## src/rtl/addsub_pkg.sv

```systemverilog
package addsub_pkg;

  // Strobes from the controller to the datapath
  typedef struct packed {
    logic loadBin;    // capture binary result and all flags
    logic loadDec;    // capture corrected decimal digits and carry
    logic finishDec;  // derive N, V, Z from the corrected result
  } dpStrobes_t;

  typedef enum logic {
    ST_IDLE = 1'b0,
    ST_FIX  = 1'b1
  } ctrlState_t;

endpackage

```

## src/rtl/bcd_digit_cell.sv

```systemverilog
module bcd_digit_cell (
  input  logic       subtract,
  input  logic [3:0] aDigit,
  input  logic [3:0] bDigit,
  input  logic       carryIn,   // for subtraction: 1 means no borrow
  output logic [3:0] sumDigit,
  output logic       carryOut
);
  localparam logic [4:0] MAX_DIGIT = 5'd9;
  localparam logic [3:0] ADJUST    = 4'd6;

  logic [4:0] raw;

  always_comb begin
    if (subtract) begin
      raw = {1'b0, aDigit} - {1'b0, bDigit} - {4'b0, ~carryIn};
      if (raw[4]) begin
        sumDigit = raw[3:0] - ADJUST;
        carryOut = 1'b0;
      end else begin
        sumDigit = raw[3:0];
        carryOut = 1'b1;
      end
    end else begin
      raw = {1'b0, aDigit} + {1'b0, bDigit} + {4'b0, carryIn};
      if (raw > MAX_DIGIT) begin
        sumDigit = raw[3:0] + ADJUST;
        carryOut = 1'b1;
      end else begin
        sumDigit = raw[3:0];
        carryOut = 1'b0;
      end
    end
  end
endmodule

```

## src/rtl/addsub_datapath.sv

```systemverilog
module addsub_datapath
  import addsub_pkg::*;
#(
  parameter int WIDTH = 8
) (
  input  logic             clk,
  input  logic             rstN,
  input  dpStrobes_t       strobes,
  input  logic             subtract,
  input  logic [WIDTH-1:0] accIn,
  input  logic [WIDTH-1:0] operandIn,
  input  logic             carryIn,
  output logic [WIDTH-1:0] resultQ,
  output logic             nQ,
  output logic             vQ,
  output logic             zQ,
  output logic             cQ
);
  localparam int DIGITS = WIDTH / 4;
  localparam int MSB    = WIDTH - 1;

  // Binary path
  logic [WIDTH-1:0] effB;
  logic [WIDTH:0]   binSum;
  logic [WIDTH-1:0] binRes;
  logic             binOvf;

  assign effB   = subtract ? ~operandIn : operandIn;
  assign binSum = {1'b0, accIn} + {1'b0, effB} + {{WIDTH{1'b0}}, carryIn};
  assign binRes = binSum[WIDTH-1:0];
  assign binOvf = (accIn[MSB] == effB[MSB]) && (binRes[MSB] != accIn[MSB]);

  // Decimal path: chain of digit cells, least significant first
  logic [DIGITS:0]  digitCarry;
  logic [WIDTH-1:0] decRes;

  assign digitCarry[0] = carryIn;

  for (genvar d = 0; d < DIGITS; d++) begin : g_digit
    bcd_digit_cell u_cell (
      .subtract (subtract),
      .aDigit   (accIn[4*d +: 4]),
      .bDigit   (operandIn[4*d +: 4]),
      .carryIn  (digitCarry[d]),
      .sumDigit (decRes[4*d +: 4]),
      .carryOut (digitCarry[d+1])
    );
  end

  // Signs kept for the second decimal cycle
  logic signA;
  logic signB;

  always_ff @(posedge clk or negedge rstN) begin
    if (!rstN) begin
      resultQ <= '0;
      nQ      <= 1'b0;
      vQ      <= 1'b0;
      zQ      <= 1'b0;
      cQ      <= 1'b0;
      signA   <= 1'b0;
      signB   <= 1'b0;
    end else if (strobes.loadBin) begin
      resultQ <= binRes;
      cQ      <= binSum[WIDTH];
      nQ      <= binRes[MSB];
      zQ      <= (binRes == '0);
      vQ      <= binOvf;
    end else if (strobes.loadDec) begin
      resultQ <= decRes;
      cQ      <= digitCarry[DIGITS];
      signA   <= accIn[MSB];
      signB   <= effB[MSB];
    end else if (strobes.finishDec) begin
      nQ      <= resultQ[MSB];
      zQ      <= (resultQ == '0);
      vQ      <= (signA == signB) && (resultQ[MSB] != signA);
    end
  end
endmodule

```

## src/rtl/addsub_control.sv

```systemverilog
module addsub_control
  import addsub_pkg::*;
(
  input  logic       clk,
  input  logic       rstN,
  input  logic       start,
  input  logic       decimalMode,
  output dpStrobes_t strobes,
  output logic       done,
  output logic       busy
);
  ctrlState_t state;
  ctrlState_t stateNext;

  always_comb begin
    strobes   = '0;
    stateNext = state;
    case (state)
      ST_IDLE: begin
        if (start) begin
          if (decimalMode) begin
            strobes.loadDec = 1'b1;
            stateNext       = ST_FIX;
          end else begin
            strobes.loadBin = 1'b1;
          end
        end
      end
      ST_FIX: begin
        strobes.finishDec = 1'b1;
        stateNext         = ST_IDLE;
      end
      default: stateNext = ST_IDLE;
    endcase
  end

  always_ff @(posedge clk or negedge rstN) begin
    if (!rstN) begin
      state <= ST_IDLE;
      done  <= 1'b0;
    end else begin
      state <= stateNext;
      done  <= strobes.loadBin | strobes.finishDec;
    end
  end

  assign busy = (state == ST_FIX);
endmodule

```

## src/rtl/dec_addsub_unit.sv

```systemverilog
module dec_addsub_unit
  import addsub_pkg::*;
#(
  parameter int WIDTH = 8
) (
  input  logic             clk,
  input  logic             rstN,
  input  logic             start,
  input  logic             subtract,
  input  logic             decimalMode,
  input  logic [WIDTH-1:0] accIn,
  input  logic [WIDTH-1:0] operandIn,
  input  logic             carryIn,
  output logic [WIDTH-1:0] result,
  output logic             flagN,
  output logic             flagV,
  output logic             flagZ,
  output logic             flagC,
  output logic             done
);
  dpStrobes_t strobes;
  logic       busy;

  addsub_control u_ctrl (
    .clk         (clk),
    .rstN        (rstN),
    .start       (start),
    .decimalMode (decimalMode),
    .strobes     (strobes),
    .done        (done),
    .busy        (busy)
  );

  addsub_datapath #(.WIDTH(WIDTH)) u_dp (
    .clk       (clk),
    .rstN      (rstN),
    .strobes   (strobes),
    .subtract  (subtract),
    .accIn     (accIn),
    .operandIn (operandIn),
    .carryIn   (carryIn),
    .resultQ   (result),
    .nQ        (flagN),
    .vQ        (flagV),
    .zQ        (flagZ),
    .cQ        (flagC)
  );
endmodule

```

## config.mk

```make
export PLATFORM = sky130hd
export DESIGN_NAME = dec_addsub_unit
export DESIGN_NICKNAME = d
export VERILOG_FILES = /design/src/rtl/addsub_pkg.sv /design/src/rtl/bcd_digit_cell.sv /design/src/rtl/addsub_datapath.sv /design/src/rtl/addsub_control.sv /design/src/rtl/dec_addsub_unit.sv
export SDC_FILE = /design/constraint.sdc
export NUM_CORES = 1
export LEC_CHECK = 0
export ABC_AREA = 1
export CORE_UTILIZATION = 60
export DETAILED_ROUTE_END_ITERATION = 16
export GPL_TIMING_DRIVEN = 0
export MAX_ROUTING_LAYER = met4
export PLACE_DENSITY = 0.86
export SETUP_SLACK_MARGIN = 0.15
export SLEW_MARGIN = 0
export SYNTH_ARGS = -nofsm -noshare
export SYNTH_HDL_FRONTEND = slang
export SYNTH_SLANG_ARGS = --single-unit
export TNS_END_PERCENT = 50
```

## constraint.sdc

```tcl
create_clock -name clk -period 2.7 [get_ports clk]
set_input_delay 0.27 -clock clk [delete_from_list [all_inputs] [get_ports clk]]
set_output_delay 0.27 -clock clk [all_outputs]
set_load 0.01 [all_outputs]
```

==> results.py <==
metrics = {
    "finish": {
        "final_cell_mix": "nand2_1, inv_1, nand3_1",
        "fillCellCount": 259,
        "insertedDiodeCount": 0,
        "drive_gt1_share_pct": 21.3,
        "regArea_um2": 400,
        "multi_input_area_um2": 1920,
        "fin_util_pct": 83.1,
        "fin_nets": 505,
        "layout_commonest_cell": "nand2_1",
        "design_area_um2": 3350,
        "stdcell_count": 492,
        "area_growth_syn_to_layout_pct": 32.2,
    },
    "critical_path": {
        "reg2reg_depth": 7,
        "startpoint_type": "input port",
        "cpMostUsedCell": "buf_4",
        "crit_fanout": 3,
        "worstSetupPathType": "in2reg",
        "critPathRequiredTime_ns": 2.89,
        "startpoint": "operandIn[0]",
        "r2r-start": "u_ctrl.busy$_DFF_PN0_",
        "cp_num_cells": 30,
        "slowest_delay_ns": 0.49,
        "r2r-end": "u_dp.resultQ[4]$_DFFE_PN0P_",
        "cpMaxStageDelayCell": "fa_2",
        "worstPathArrival_ns": 3.92,
        "rrSetupSlack_ns": 1.20,
        "path_delay_family": "buffers and inverters",
        "critPathCapture": "u_dp.resultQ[1]$_DFFE_PN0P_",
        "crit_buf_inv": 18,
        "endpoint_kind": "flip-flop",
    },
    "synth": {
        "async_flop_share_pct": 100,
        "synth_area_um2": 2530,
        "ys_types": 35,
        "syn-num-nets": 438,
        "yosysSeqAreaShare_pct": 15.8,
        "synth_ff_type": "dfrtp_1",
        "ys_ff_latch": 16,
        "synth_edf_count": 0,
        "syn_area_per_cell_um2": 6.73,
        "synth_cells": 376,
        "synth_warnings": 0,
    },
    "sta": {
        "setup_viol": 7,
        "final_max_slew_viol_count": 0,
        "period_share_pct": 138,
        "max_freq_mhz": 268,
        "worstMarginPinSlew_ns": 0.703,
        "fin_skew_ns": 0.000306,
        "relSlewSlack_pct": 53.0,
        "rsz0062_at_grt": "true",
        "fin_ws_ns": -1.03,
        "fin_crit_ns": 3.73,
        "hold_violations": 0,
    },
    "job": {
        "cap_violations": 0,
    },
    "cts": {
        "htree_levels": 1,
        "clockRootBuffer": "clkbuf_8",
        "clk_latency_ns": 0.25,
        "cts_sinks": 16,
        "numCtsBuffers": 3,
        "clk_pin_slew_ns": 0.06,
        "cts_tree": "yes",
        "clk_path_buf_depth": 2,
    },
    "route": {
        "drt-pass1-iter-count": 5,
        "post_drt_wl_per_cell_um": 14.3,
        "routed_wirelength_um": 7020,
        "vias_per_cell": 5.55,
        "ant_nets": 0,
        "route.detailed.drc": 0,
        "drtIter0Drc": 246,
        "vias": 2733,
    },
    "pwr": {
        "p_per_area_nw_per_um2": 486,
        "p_leak_nw": 1.80,
        "vdd_ir_drop_max_mv": 0.218,
        "power.total_mw": 1.63,
    },
    "floorplan": {
        "die_area_um2": 4480,
        "initial_core_util_pct": 62.8,
        "die_y_um": 67.0,
        "num_rows": 23,
        "ios": 35,
        "dieWidth_um": 67.0,
        "core-area_um2": 4030,
    },
    "grt": {
        "grt_pass1_wl_um": 11200,
        "grt_remaining_overflow": 0,
        "antenna_found_initial": 0,
        "grt_pass1_vias": 2512,
        "grt_util_all_layers_pct": 34.1,
        "grt_max_degree": 17,
    },
    "place": {
        "hpwl_um": 4780,
        "dp.cells": 459,
        "port_buffers": 33,
        "gp_congestion": 0.916,
        "pre_cts_ws_ns": -1.92,
        "placed_cell_area_um2": 2940,
    },
    "run_status": {
        "status": "complete, but fails checks",
        "violations": "negative setup slack",
    },
    "min_path": {
        "hold_path.class": "in2async",
    },
}
[registers in the layout, indices dropped and copies added (netlist names)]
signal        count
u_dp.resultQ      8
u_ctrl.busy       1
u_ctrl.done       1
u_dp.cQ           1
u_dp.nQ           1
u_dp.signA        1
u_dp.signB        1
u_dp.vQ           1
u_dp.zQ           1
[report_power, final]
part           total, mW  switching [mW]  leakage [nW]  internal [mW]
Sequential         0.334          0.0420         0.196          0.292
Combinational       1.08           0.579          1.58          0.502
Clock              0.211          0.0819        0.0288          0.129
Total               1.63           0.703          1.80          0.923
[kinds of logic after synthesis]
family | after synthesis | synth area share (%)
AO/OA/AOI/OAI | 33 | 9.10
XOR/XNOR | 15 | 5.19
adder cells (fa/ha/maj) | 40 | 22.7
buffers and inverters | 82 | 13.2
flip-flops | 16 | 15.8
AND/OR/NAND/NOR | 190 | 34.0
[through the flow]
stage | hold WS [ns] | TNS, ns
detailed placement | 0.490 | -9.69
CTS | 0.468 | -5.49
global route | 0.503 | -7.58
global placement | 0.469 | -8.97
finish | 0.441 | -6.61
floorplan | -0.0256 | -4.18
[final cells by class]
| class | instances | area share (%) |
|---|---|---|
| sequential | 16 | 12.0 |
| inverter | 77 | 8.86 |
| tap | 50 | 1.87 |
| clock buffer | 4 | 1.64 |
| timing repair buffer | 62 | 16.7 |
| buffer | 5 | 1.46 |
| multi-input combinational | 278 | 57.5 |
[synth_stat cells (2+ instances only)]
cell        n  area (um^2)
nand2_1   110          413
inv_1      74          278
nand3_1    44          220
ha_1       30          375
dfrtp_1    16          400
o21ai_0    11         55.1
a21oi_1    10         50.1
fa_1       10          200
nor2_1     10         37.5
xor2_1     10         87.6
nand2_2     9         56.3
xnor2_1     5         43.8
nand4_1     4         25.0
inv_2       3         11.3
nand3_2     3         30.0
o211ai_1    3         22.5
and2_1      2         12.5
buf_6       2         22.5
nand3b_1    2         15.0
nor3_1      2         10.0
nor4_1      2         12.5
[layer usage]
| layer | routed length [um] | global-route usage (%) | up-vias |
|---|---|---|---|
| li1 | - | - | 1320 |
| met1 | 2980 | 41.0 | 1225 |
| met2 | 3300 | 56.1 | 150 |
| met3 | 455 | 4.11 | 38 |
| met4 | 277 | 16.8 | 0 |
| met5 | 0 | - | - |
[worst register-to-register path, stage by stage (launching register included)]
cell and delay [ns]:
dfrtp_1 0.43, nor3_4 0.40, inv_2 0.06, nand2_2 0.10, inv_2 0.06, buf_6 0.15
nand2_1 0.09, o221ai_2 0.09
[worst min-delay path by stage]
stage,end,cells past startpoint,slack (ns),start
final,u_dp.resultQ[1]$_DFFE_PN0P_,1,0.44,rstN
after floorplan,u_ctrl.busy$_DFF_PN0_,0,-0.03,rstN
after CTS,u_dp.resultQ[3]$_DFFE_PN0P_,1,0.47,rstN
after detailed placement,u_dp.zQ$_DFFE_PN0P_,2,0.49,u_dp.zQ$_DFFE_PN0P_
after global placement,u_dp.zQ$_DFFE_PN0P_,2,0.47,u_dp.zQ$_DFFE_PN0P_
after global routing,u_dp.nQ$_DFFE_PN0P_,1,0.50,rstN
[timing repair]
action | in CTS | in global routing
hold buffers | 0 | 0
buffers inserted | 27 | 2
setup endpoints to repair | 8 | 8
pin swaps | 16 | 14
resized for setup | 46 | 13
No activity file was read; power rests on OpenSTA's default activity.
